[src/rtl/rstgen_pkg.sv]
package rstgen_pkg;
  localparam int N_CPU     = 4;
  localparam int PULSE_LEN = 16;
  localparam int CNT_W     = $clog2(PULSE_LEN + 1);
  localparam int ADDR_W    = 3;
  localparam int CAUSE_W   = 17;
  localparam int XSRC_W    = 6;

  localparam logic [ADDR_W-1:0] A_SOFT_POR = 3'd0;
  localparam logic [ADDR_W-1:0] A_SOFT_XIR = 3'd1;
  localparam logic [ADDR_W-1:0] A_WD_ACT   = 3'd2;
  localparam logic [ADDR_W-1:0] A_SYNTH    = 3'd3;
  localparam logic [ADDR_W-1:0] A_CAUSE_LO = 3'd4;
  localparam logic [ADDR_W-1:0] A_CAUSE_MD = 3'd5;
  localparam logic [ADDR_W-1:0] A_CAUSE_HI = 3'd6;
  localparam logic [ADDR_W-1:0] A_XSRC     = 3'd7;

  localparam logic [7:0] M_SOFT_POR = 8'h1f;
  localparam logic [7:0] M_SOFT_XIR = 8'h0f;
  localparam logic [7:0] M_WD_ACT   = 8'h01;
  localparam logic [7:0] M_SYNTH    = 8'h81;

  localparam logic [CAUSE_W-1:0] CAUSE_PWRUP = 17'h00080;
endpackage

[src/rtl/rstgen_regs.sv]
module rstgen_regs
  import rstgen_pkg::*;
(
  input  logic              clk_i,
  input  logic              rst_ni,
  input  logic              wr_en_i,
  input  logic [ADDR_W-1:0] addr_i,
  input  logic [7:0]        wdata_i,
  output logic [7:0]        soft_por_o,
  output logic [7:0]        soft_xir_o,
  output logic [7:0]        wd_act_o,
  output logic [7:0]        synth_o,
  output logic              synth_evt_o
);
  logic synth_arm_q;
  logic synth_cond;

  assign synth_cond  = synth_o[7] & synth_o[0];
  assign synth_evt_o = synth_cond & ~synth_arm_q;

  always_ff @(posedge clk_i or negedge rst_ni) begin
    if (!rst_ni) begin
      soft_por_o  <= '0;
      soft_xir_o  <= '0;
      wd_act_o    <= '0;
      synth_o     <= '0;
      synth_arm_q <= 1'b0;
    end else begin
      // soft requests are consumed the cycle after they are written
      soft_por_o  <= (wr_en_i && addr_i == A_SOFT_POR) ? (wdata_i & M_SOFT_POR) : '0;
      soft_xir_o  <= (wr_en_i && addr_i == A_SOFT_XIR) ? (wdata_i & M_SOFT_XIR) : '0;
      if (wr_en_i && addr_i == A_WD_ACT) wd_act_o <= wdata_i & M_WD_ACT;
      if (wr_en_i && addr_i == A_SYNTH)  synth_o  <= wdata_i & M_SYNTH;
      synth_arm_q <= synth_cond;
    end
  end
endmodule

[src/rtl/rstgen_stretch.sv]
module rstgen_stretch
  import rstgen_pkg::*;
(
  input  logic clk_i,
  input  logic rst_ni,
  input  logic trig_i,
  output logic active_o
);
  logic [CNT_W-1:0] cnt_q;

  always_ff @(posedge clk_i or negedge rst_ni) begin
    if (!rst_ni)             cnt_q <= '0;
    else if (trig_i)         cnt_q <= CNT_W'(PULSE_LEN);
    else if (cnt_q != '0)    cnt_q <= cnt_q - 1'b1;
  end

  assign active_o = (cnt_q != '0);
endmodule

[src/rtl/rstgen_cause.sv]
module rstgen_cause
  import rstgen_pkg::*;
(
  input  logic               clk_i,
  input  logic               rst_ni,
  input  logic [N_CPU-1:0]   soft_cpu_i,
  input  logic               soft_sys_i,
  input  logic               jtag_por_i,
  input  logic               btn_por_i,
  input  logic               synth_i,
  input  logic               wdog_i,
  input  logic [N_CPU-1:0]   soft_xir_i,
  input  logic               jtag_xir_i,
  input  logic               btn_xir_i,
  output logic [CAUSE_W-1:0] cause_o,
  output logic [XSRC_W-1:0]  xsrc_o
);
  logic [CAUSE_W-1:0] cause_d;
  logic [XSRC_W-1:0]  xsrc_d;

  assign cause_d = {wdog_i, synth_i, 7'b0, 1'b0, btn_por_i, jtag_por_i, soft_sys_i, soft_cpu_i};
  assign xsrc_d  = {btn_xir_i, jtag_xir_i, soft_xir_i};

  always_ff @(posedge clk_i or negedge rst_ni) begin
    if (!rst_ni) begin
      cause_o <= CAUSE_PWRUP;
      xsrc_o  <= '0;
    end else begin
      if (cause_d != '0) cause_o <= cause_d;
      if (xsrc_d  != '0) xsrc_o  <= xsrc_d;
    end
  end
endmodule

[src/rtl/rstgen_top.sv]
module rstgen_top
  import rstgen_pkg::*;
(
  input  logic        clk_i,
  input  logic        rst_ni,
  input  logic        wr_en_i,
  input  logic [2:0]  addr_i,
  input  logic [7:0]  wdata_i,
  output logic [7:0]  rdata_o,
  input  logic        wdog_i,
  input  logic        btn_por_i,
  input  logic        btn_xir_i,
  input  logic        jtag_por_i,
  input  logic        jtag_xir_i,
  output logic [3:0]  por_o,
  output logic        sys_por_o,
  output logic [3:0]  xir_o
);
  logic [7:0]         soft_por_q, soft_xir_q, wd_act_q, synth_q;
  logic               synth_evt;
  logic               wdog_evt;
  logic               sys_evt;
  logic               wr_soft;
  logic [CAUSE_W-1:0] cause_q;
  logic [XSRC_W-1:0]  xsrc_q;

  rstgen_regs u_regs (
    .clk_i       (clk_i),
    .rst_ni      (rst_ni),
    .wr_en_i     (wr_en_i),
    .addr_i      (addr_i),
    .wdata_i     (wdata_i),
    .soft_por_o  (soft_por_q),
    .soft_xir_o  (soft_xir_q),
    .wd_act_o    (wd_act_q),
    .synth_o     (synth_q),
    .synth_evt_o (synth_evt)
  );

  assign wdog_evt = wdog_i & wd_act_q[0];
  assign sys_evt  = soft_por_q[N_CPU] | jtag_por_i | btn_por_i | synth_evt | wdog_evt;
  assign wr_soft  = wr_en_i && (addr_i == A_SOFT_POR);

  rstgen_cause u_cause (
    .clk_i      (clk_i),
    .rst_ni     (rst_ni),
    .soft_cpu_i (soft_por_q[N_CPU-1:0]),
    .soft_sys_i (soft_por_q[N_CPU]),
    .jtag_por_i (jtag_por_i),
    .btn_por_i  (btn_por_i),
    .synth_i    (synth_evt),
    .wdog_i     (wdog_evt),
    .soft_xir_i (soft_xir_q[N_CPU-1:0]),
    .jtag_xir_i (jtag_xir_i),
    .btn_xir_i  (btn_xir_i),
    .cause_o    (cause_q),
    .xsrc_o     (xsrc_q)
  );

  for (genvar i = 0; i < N_CPU; i++) begin : g_cpu
    rstgen_stretch u_por (
      .clk_i    (clk_i),
      .rst_ni   (rst_ni),
      .trig_i   (soft_por_q[i] | sys_evt),
      .active_o (por_o[i])
    );
    rstgen_stretch u_xir (
      .clk_i    (clk_i),
      .rst_ni   (rst_ni),
      .trig_i   (soft_xir_q[i] | jtag_xir_i | btn_xir_i),
      .active_o (xir_o[i])
    );
  end

  rstgen_stretch u_sys (
    .clk_i    (clk_i),
    .rst_ni   (rst_ni),
    .trig_i   (sys_evt),
    .active_o (sys_por_o)
  );

  always_comb begin
    unique case (addr_i)
      A_SOFT_POR: rdata_o = soft_por_q;
      A_SOFT_XIR: rdata_o = soft_xir_q;
      A_WD_ACT:   rdata_o = wd_act_q;
      A_SYNTH:    rdata_o = synth_q;
      A_CAUSE_LO: rdata_o = cause_q[7:0];
      A_CAUSE_MD: rdata_o = cause_q[15:8];
      A_CAUSE_HI: rdata_o = {7'b0, cause_q[16]};
      default:    rdata_o = {2'b0, xsrc_q};
    endcase
  end
endmodule

[config.mk]
export PLATFORM = sky130hd
export DESIGN_NAME = rstgen_top
export DESIGN_NICKNAME = d
export VERILOG_FILES = /design/src/rtl/rstgen_pkg.sv /design/src/rtl/rstgen_regs.sv /design/src/rtl/rstgen_stretch.sv /design/src/rtl/rstgen_cause.sv /design/src/rtl/rstgen_top.sv
export SDC_FILE = /design/constraint.sdc
export NUM_CORES = 1
export LEC_CHECK = 0
export BUFFER_PORTS_ARGS = -buffer_cell sky130_fd_sc_hd__buf_4
export CORE_MARGIN = 2
export CORE_UTILIZATION = 45
export DETAILED_ROUTE_END_ITERATION = 8
export PLACE_DENSITY = 0.64
export SYNTH_ARGS = -nofsm -noshare
export SYNTH_HDL_FRONTEND = slang
export SYNTH_SLANG_ARGS = --single-unit
[constraint.sdc]
create_clock -name clk_i -period 1.8 [get_ports clk_i]
set_input_delay 0.18 -clock clk_i [delete_from_list [all_inputs] [get_ports clk_i]]
set_output_delay 0.18 -clock clk_i [all_outputs]
set_load 0.005 [all_outputs]
## Yosys cells after proc, flatten, opt, wreduce, memory -nomap -nowiden

Index checks and enable logic that the tools add are counted.

| storage, ports and cells | value |
|---|---|
| bits in registers | 81 |
| bits of input ports | 19 |
| output and inout bits | 17 |
| word-level logic and storage cells | 97 |

| cells by class | value |
|---|---|
| add/subtract/negate cells | 9 |
| equality and inequality tests | 6 |
| multiplexer cells | 21 |
| bitwise logic cells | 20 |
| reductions and logical operators | 25 |

Operators by type and width:

| cell | number |
|---|---|
| $mux 5 | 19 |
| $pmux 8 s7 | 1 |
| $reduce_bool 5->1 | 9 |
| $sub 5x1->5 const B | 9 |
| $reduce_bool 2->1 | 9 |
| $reduce_bool 17->1 | 1 |
| $or 1x1->1 | 16 |
| $eq 3x3->1 const B | 3 |
| $eq 3x2->1 const B | 2 |
| $reduce_bool 6->1 | 1 |
| $logic_and 1x1->1 | 4 |
| $mux 4 | 1 |
| $and 1x1->1 | 3 |
| $eq 3x1->1 const B | 1 |
| $logic_not 3->1 | 1 |
| $not 1->1 | 1 |

## Logic depth before layout (Yosys ltp)

Gate-level depths: netlist (run 1).

| depth | value |
|---|---|
| depth after elaboration | 6 |
| gate-level depth with buffers | 6 |
| depth with buffers taken out | 5 |

## Hierarchy

Synthesis (run 1) repeated with hierarchy kept, for this count alone.

| unflattened totals | value |
|---|---|
| cells, all modules | 434 |
| area total of the unflattened synthesis | 4374.2 sq um |

Modules (own cells, without submodules):

| module | times used | cells an instance | area an instance (sq um) | sequential area each (sq um) |
|---|---|---|---|---|
| rstgen_stretch | 9 | 25 | 261.5 | 125.1 |
| rstgen_cause | 1 | 68 | 802.0 | 401.6 |
| rstgen_regs | 1 | 57 | 638.1 | 325.3 |
| rstgen_top | 1 | 84 | 580.6 | 0.0 |

## Worst setup path before layout (run 1)

Ideal clock, no wire load.

| timing path | value |
|---|---|
| path type | reg-to-reg |
| from | register g_cpu[2].u_por.cnt_q[0] |
| to | register g_cpu[2].u_por.cnt_q[1] |
| setup time | 0.111 ns |
| arrival time | 1.546 ns |
| required time | 1.689 ns |
| slack | 0.142 ns |
| cell stages (with the launch flop) | 6 |
| path buffers | 1 |
| clock period less this slack | 1.658 ns |
| cell sequence | dfrtp_1 inv_1 ha_1 or4b_1 clkbuf_1 a2111oi_2 |

| on the way | value |
|---|---|
| elaborated cells on any way between the ends | 5 |
| those cells by class | add/sub: 1; mux: 2; reduce/logical: 2 |

RTL lines:

| item | RTL line | source |
|---|---|---|
| from (decl) | rstgen_stretch.sv:9 | `logic [CNT_W-1:0] cnt_q;` |
| from (signal assigned) | rstgen_stretch.sv:13 | `else if (trig_i) cnt_q <= CNT_W'(PULSE_LEN);` |
| from (signal assigned) | rstgen_stretch.sv:14 | `else if (cnt_q != '0) cnt_q <= cnt_q - 1'b1;` |
| $reduce_bool 5->1 | n/a |  |
| net g_cpu[2].u_por.active_o | rstgen_stretch.sv:7 | `output logic active_o` |
| $reduce_bool 2->1 (no source line) | n/a |  |

The timed path passes the listed nets, and every way through them passes these cells. The select of a mux whose other input is x is not followed.
A chain may end at the register's enable or synchronous reset.

## Worst setup path in the final report (run 1)

| timing path | value |
|---|---|
| from | register g_cpu[1].u_xir.cnt_q[0] |
| to | output xir_o[1] |

| on the way | value |
|---|---|
| longest elaborated chain between the ends | 1 |

RTL lines:

| item | RTL line | source |
|---|---|---|
| from (decl) | rstgen_stretch.sv:9 |  |
| from (signal assigned) | rstgen_stretch.sv:13 |  |
| from (signal assigned) | rstgen_stretch.sv:14 |  |
| $reduce_bool 5->1 | rstgen_stretch.sv:17 | `assign active_o = (cnt_q != '0);` |
| to (decl) | rstgen_top.sv:17 | `output logic [3:0] xir_o` |

Every way passes these cells.

==> results of run 1 <==
-- registers in the layout (all words and copies together), names as in the netlist, 2 cells and up --
| signal | cells |
|---|---|
| g_cpu.u_por.cnt_q | 20 |
| g_cpu.u_xir.cnt_q | 20 |
| u_cause.cause_o | 10 |
| u_cause.xsrc_o | 6 |
| u_regs.soft_por_o | 5 |
| u_sys.cnt_q | 5 |
| u_regs.soft_xir_o | 4 |
| u_regs.synth_o | 2 |
-- power groups by stage --
stage	logic, mW	registers [mW]	clock network [mW]
global placement	0.718	1.95	0
finish	0.931	1.92	1.29
detailed placement	0.743	1.96	0
floorplan	0.546	1.93	0
global route	1.04	1.94	1.40
CTS	0.854	1.92	1.33
-- layer usage --
| metal | part of all wire | global-route usage | wire length (µm) | up-vias |
|---|---|---|---|---|
| met5 | 0 | 0 | 0 | - |
| met1 | 0.49 | 0.271 | 3780 | 1343 |
| met3 | 0.029 | 0.0383 | 228 | 5 |
| met4 | 0.0098 | 0.0676 | 76 | 0 |
| met2 | 0.47 | 0.294 | 3680 | 37 |
| li1 | - | - | - | 1345 |
-- timing repair --
item                       CTS  global route
setup endpoints to repair    9            12
gates resized for setup     15            20
pin swaps                    3             6
hold buffers                 1             0
cloned                       0             0
hold endpoints to repair    35             0
setup buffers               23            10
-- layout make-up --
type	instances	area [µm²]	area share
Clock inverter	5	53.8	0.0117
Clock buffer	11	141	0.0307
Inverter	21	78.8	0.0171
Timing Repair Buffer	81	641	0.139
Sequential cell	74	1850	0.403
Multi-Input combinational cell	225	1710	0.371
Tap cell	102	128	0.0277
-- cells in the final DEF, fill, tap and decap left out, types with 7 or more instances in the layout --
cell      synthesis  layout
nor2_1           25      25
a21o_1           17      17
nand2_1          15      15
a21oi_1          11      11
a211oi_1         11      11
nand3b_1         13      13
clkbuf_8          0      10
nand2b_1         20      20
inv_1            20      16
mux2i_1           7       7
dfrtp_1          73      72
xnor2_1           9       9
nor3_1           12      12
or4b_4            0       9
ha_2              0       7
buf_6             1       8
and2_1           11      11
buf_4             8      72
-- cells by family after synthesis --
family	count (synthesis)
compound gates	71
xor+xnor	9
fa+ha+maj	9
buf+inv	48
flops	74
mux	10
simple gates	126
-- worst min path at each step --
| stage | from | slack [ps] | to |
|---|---|---|---|
| after floorplan | rst_ni | -120 | g_cpu[0].u_por.cnt_q[0]$_DFFE_PN0P_ |
| after CTS | jtag_por_i | 20 | u_cause.cause_o[5]$_DFFE_PN0P_ |
| after detailed placement | rst_ni | 180 | g_cpu[3].u_por.cnt_q[1]$_DFFE_PN0P_ |
| after global placement | rst_ni | 170 | g_cpu[3].u_por.cnt_q[1]$_DFFE_PN0P_ |
| final | jtag_por_i | 40 | u_cause.cause_o[5]$_DFFE_PN0P_ |
| after global routing | jtag_xir_i | 30 | u_cause.xsrc_o[4]$_DFFE_PN0P_ |
-- worst reg2reg max path: stages, from the launching register on --
cell,delay (ps)
dfrtp_1,400
inv_1,70
ha_2,170
or4b_4,470
buf_4,170
a2111oi_2,350
-- through the flow --
step | power (mW) | setup TNS, ps | util | area [µm²]
5_1_grt | 4.38 | -206 | 0.589 | 4600
2_1_floorplan | 2.47 | 0 | - | 3680
3_5_place_dp | 2.70 | 0 | 0.514 | 4020
6_report | 4.15 | 0 | 0.589 | 4600
3_3_place_gp | 2.67 | 0 | 0.514 | 4020
4_1_cts | 4.10 | -24.0 | 0.569 | 4440
==> results.sh, run 1 <==
export IMPL_outcome="finished clean"
export IMPL_slowest_stage="or4b_4"
export IMPL_comb_power_share=0.225
export IMPL_placedCellCount=469
export IMPL_clkPwrFrac=0.312
export IMPL_drc=0
export IMPL_crit_family="simple AND/OR/NAND/NOR gates"
export IMPL_die_area_um2=8910
export IMPL_avgViaCountPerCell=5.26
export IMPL_power_switching_mw=1.16
export IMPL_synth_adder_area_share=0.0306
export IMPL_dpl_worst_slack_ps=56.6
export IMPL_synth_simple_area_share=0.205
export IMPL_synth_top_area_frac=0.497
export IMPL_initialDrtViolationCount=108
export IMPL_die_y_um=94.4
export IMPL_cp_max_fo=3
export IMPL_cts_num_sinks=74
export IMPL_cts_made_buffers=9
export IMPL_finalWorstSetupSlack_ps=19.7
export IMPL_hpwl_um=5230
export IMPL_die_w_um=94.4
export IMPL_slowest_delay_ps=480
export IMPL_path_class="reg2out"
export IMPL_coreArea_um2=7810
export IMPL_slew_headroom=0.681
export IMPL_cts_root_buf="clkbuf_8"
export IMPL_reg2reg_from="g_cpu[1].u_por.cnt_q[0]$_DFFE_PN0P_"
export IMPL_placementRows=32
export IMPL_n_fill_cell=657
export IMPL_nNetsFinal=440
export IMPL_syn_avg_cell_area_um2=10.6
export IMPL_fin_crit_sh=0.989
export IMPL_grt_total_usage=0.191
export IMPL_diodes=0
export IMPL_cp_startpoint="g_cpu[1].u_xir.cnt_q[0]$_DFFE_PN0P_"
export IMPL_seqPwrFrac=0.463
export IMPL_finClkSkew_ps=9.78
export IMPL_drv_slew=0
export IMPL_hold_depth=2
export IMPL_worstSetupEndpointType="output pin"
export IMPL_p_leak_nw=2.18
export IMPL_ant_nets=0
export IMPL_arrival_ps=1600
export IMPL_ys_types=49
export IMPL_max_vdd_ir_drop_uv=433
export IMPL_muxShareOfSynthArea=0.0283
export IMPL_path_clk_slew_ps=80
export IMPL_wl_um=7770
export IMPL_synth_compound_area_frac=0.151
export IMPL_synthesis_nets=375
export IMPL_async_flop_share=1.00
export IMPL_grt_pass1_wl_um=13100
export IMPL_p_per_area_nw_per_um2=901
export IMPL_synth_top_family_by_area="simple AND/OR/NAND/NOR gates"
export IMPL_synthCells=347
export IMPL_route_vias_total=2730
export IMPL_timing_rr_end="g_cpu[1].u_por.cnt_q[1]$_DFFE_PN0P_"
export IMPL_synthTopCellsByArea="dfrtp_1, a21o_1, nand2b_1"
export IMPL_start_kind="register"
export IMPL_cp_depth=4
export IMPL_path_buf_inv=2
export IMPL_finalNonFillerCells=519
export IMPL_setup_violations_final=0
export IMPL_ys_seq_area_frac=0.504
export IMPL_htreeDepth=3
export IMPL_cts_tree="yes"
export IMPL_max_clock_path_buffers=2
export IMPL_synth_area_um2=3680
export IMPL_wl_per_cell_um=15.0
export IMPL_hold_viol=0
export IMPL_ys_seq_elements=74
export IMPL_internal_power_mw=2.99
export IMPL_hold_class="in2reg"
export IMPL_drive_gt1_frac=0.312
export IMPL_min_period_ps=1780
export IMPL_path_cells="inv_1 > ha_2 > or4b_4 > buf_6"
export IMPL_place_congestion=0.800
export IMPL_ys_warn_count=0
export IMPL_timing_fmax_mhz=562
export IMPL_grt_max_degree=39
export IMPL_yosys_cell_count_top_type="dfrtp_1"
export IMPL_io_buffer_count=33
export IMPL_rrSetupSlack_ps=70
export IMPL_finalHoldWorstSlack_ps=36.8
export IMPL_cap_violations=0
export IMPL_ff2ff_path_depth=5
export IMPL_pin_count=36
export IMPL_tightestPinTransition_ps=479
export IMPL_critical_path_endpoint="xir_o[1]"
export IMPL_first_pass_iters=4
export IMPL_rsz0062_at_grt="true"
export IMPL_synthTopCellsByCount="dfrtp_1, nor2_1, inv_1, nand2b_1"
export IMPL_grt_ovfl_total=0
export IMPL_area_growth_pct=25.2
export IMPL_clk_latency_ps=350
export IMPL_grt_pass1_vias=2706
export IMPL_required_ps=1620
export IMPL_synthXorXnorAreaFrac=0.0214
export IMPL_swShare=0.280
export IMPL_synth_area_leader_cell="dfrtp_1"
export IMPL_ys_flop_type="dfrtp_1"
export IMPL_start_util=0.471
export IMPL_antenna_found_initial=0
export IMPL_synth_edf_count=0
Power figures use the tool's default switching activity.
==> run 2: changes to the inputs <==
--- a/config.mk
+++ b/config.mk
@@ -10,6 +10,7 @@
 export CORE_UTILIZATION = 45
 export DETAILED_ROUTE_END_ITERATION = 8
 export PLACE_DENSITY = 0.64
+export RECOVER_POWER = 25
 export SYNTH_ARGS = -nofsm -noshare
 export SYNTH_HDL_FRONTEND = slang
 export SYNTH_SLANG_ARGS = --single-unit
==> run 2 against run 1 <==
  * Clock skew barely moved
  * Worst setup slack hardly changed
  * First-iteration DRC count stayed put
  * Clock power about the same
  * Sequential share of layout area about the same
  * Core utilization barely moved
  * Fmax hardly changed
  * Largest cell class unchanged
  * Largest power group unchanged
==> results.sh, run 2 (same netlist as run 1, synthesis figures left out) <==
export IMPL_max_clock_path_buffers=2
export IMPL_antenna_found_initial=0
export IMPL_cap_violations=0
export IMPL_reg2reg_from="g_cpu[1].u_por.cnt_q[0]$_DFFE_PN0P_"
export IMPL_wl_met3_um=228
export IMPL_placedCellCount=469
export IMPL_die_y_um=94.4
export IMPL_drv_slew=0
export IMPL_hpwl_um=5230
export IMPL_grt_total_usage=0.191
export IMPL_io_buffer_count=33
export IMPL_setup_violations_final=0
export IMPL_timing_fmax_mhz=562
export IMPL_mostFrequentLayoutCell="dfrtp_1"
export IMPL_cts_root_buf="clkbuf_8"
export IMPL_coreArea_um2=7810
export IMPL_cp_startpoint="g_cpu[1].u_xir.cnt_q[0]$_DFFE_PN0P_"
export IMPL_hold_class="in2reg"
export IMPL_min_period_ps=1780
export IMPL_area_growth_pct=25.1
export IMPL_htreeDepth=3
export IMPL_start_util=0.471
export IMPL_wl_um=7770
export IMPL_start_kind="register"
export IMPL_tightestPinTransition_ps=938
export IMPL_finalWorstSetupSlack_ps=19.6
export IMPL_m1WireLength_um=3780
export IMPL_ant_nets=0
export IMPL_cts_made_buffers=9
export IMPL_cts_tree="yes"
export IMPL_reg_top3="g_cpu.u_por.cnt_q x20, g_cpu.u_xir.cnt_q x20, u_cause.cause_o x10"
export IMPL_initialDrtViolationCount=108
export IMPL_cp_max_fo=3
export IMPL_path_clk_slew_ps=80
export IMPL_avgViaCountPerCell=5.26
export IMPL_multi_input_area_um2=1710
export IMPL_diodes=0
export IMPL_grt_pass1_wl_um=13100
export IMPL_max_vdd_ir_drop_uv=433
export IMPL_grt_ovfl_total=0
export IMPL_dpl_cell_area_um2=4020
export IMPL_top_layer="met4"
export IMPL_arrival_ps=1600
export IMPL_wl_per_cell_um=15.0
export IMPL_drc=0
export IMPL_nNetsFinal=440
export IMPL_ff2ff_path_depth=5
export IMPL_grt_pass1_vias=2706
export IMPL_rsz0062_at_grt="true"
export IMPL_clk_latency_ps=350
export IMPL_pin_count=36
export IMPL_cts_num_sinks=74
export IMPL_path_class="reg2out"
export IMPL_outcome="finished clean"
export IMPL_die_w_um=94.4
export IMPL_critical_path_endpoint="xir_o[1]"
export IMPL_slew_headroom=0.374
export IMPL_regArea_um2=1850
export IMPL_first_pass_iters=4
export IMPL_grt_max_degree=39
export IMPL_p_leak_nw=2.18
export IMPL_rrSetupSlack_ps=70
export IMPL_die_area_um2=8910
export IMPL_n_fill_cell=658
export IMPL_fin_crit_sh=0.989
export IMPL_p_per_area_nw_per_um2=902
export IMPL_worstSetupEndpointType="output pin"
export IMPL_timing_rr_end="g_cpu[1].u_por.cnt_q[1]$_DFFE_PN0P_"
export IMPL_layout_common_cells="dfrtp_1, buf_4, nor2_1"
export IMPL_route_met2_wl_um=3680
export IMPL_hold_viol=0
export IMPL_required_ps=1620
export IMPL_drive_gt1_frac=0.312
export IMPL_place_congestion=0.800
export IMPL_finalNonFillerCells=519
export IMPL_placementRows=32
export IMPL_dpl_worst_slack_ps=56.6
export IMPL_fin_area_um2=4600
export IMPL_finClkSkew_ps=9.86
export IMPL_route_vias_total=2729
==> run 2: timing repair <==
action,in CTS,in global routing
cloned,0,0
hold buffers,1,0
gates resized for setup,15,20
buffers inserted,23,10
pin swaps,3,6
endpoints found under the setup margin,9,12
hold endpoints to repair,35,0
==> run 2: final cells by class <==
| class | instances | area share |
|---|---|---|
| Sequential cell | 74 | 0.403 |
| Multi-Input combinational cell | 225 | 0.371 |
| Timing Repair Buffer | 81 | 0.139 |
| Clock buffer | 11 | 0.0307 |
| Tap cell | 102 | 0.0277 |
| Inverter | 21 | 0.0171 |
| Clock inverter | 5 | 0.0117 |
==> run 2: how the worst min path moves through the flow <==
| stage | startpoint | to | slack, ps | depth (start not counted) |
|---|---|---|---|---|
| finish | jtag_por_i | u_cause.cause_o[5]$_DFFE_PN0P_ | 40 | 2 |
| global route | jtag_xir_i | u_cause.xsrc_o[4]$_DFFE_PN0P_ | 30 | 2 |
| CTS | jtag_por_i | u_cause.cause_o[5]$_DFFE_PN0P_ | 20 | 2 |
| detailed placement | rst_ni | g_cpu[3].u_por.cnt_q[1]$_DFFE_PN0P_ | 180 | 1 |
| global placement | rst_ni | g_cpu[3].u_por.cnt_q[1]$_DFFE_PN0P_ | 170 | 1 |
| floorplan | rst_ni | g_cpu[0].u_por.cnt_q[0]$_DFFE_PN0P_ | -120 | 0 |
==> run 2: report_power, final <==
part	total [mW]	internal [mW]	switching, mW	leakage, nW
Sequential	1.92	1.80	0.121	0.947
Combinational	0.931	0.510	0.421	1.13
Clock	1.29	0.674	0.619	0.103
==> run 2: metrics by stage <==
stage | utilization | total power [mW] | hold WS, ps | setup TNS, ps
2_1_floorplan | - | 2.47 | -116 | 0
3_3_place_gp | 0.514 | 2.67 | 172 | 0
3_5_place_dp | 0.514 | 2.70 | 176 | 0
4_1_cts | 0.569 | 4.10 | 21.9 | -24.0
5_1_grt | 0.589 | 4.38 | 34.2 | -206
6_report | 0.589 | 4.15 | 36.8 | 0
==> run 2: critical path, cell delays in order, from the launching register on <==
cell and delay (ps):
dfrtp_1 390, inv_1 60, ha_2 190, or4b_4 480, buf_6 130
==> run 2: routing by layer <==
| layer | up-vias | GRT usage |
|---|---|---|
| met5 | - | 0 |
| met4 | 0 | 0.0676 |
| met3 | 5 | 0.0383 |
| met2 | 37 | 0.294 |
| met1 | 1341 | 0.271 |
| li1 | 1346 | - |
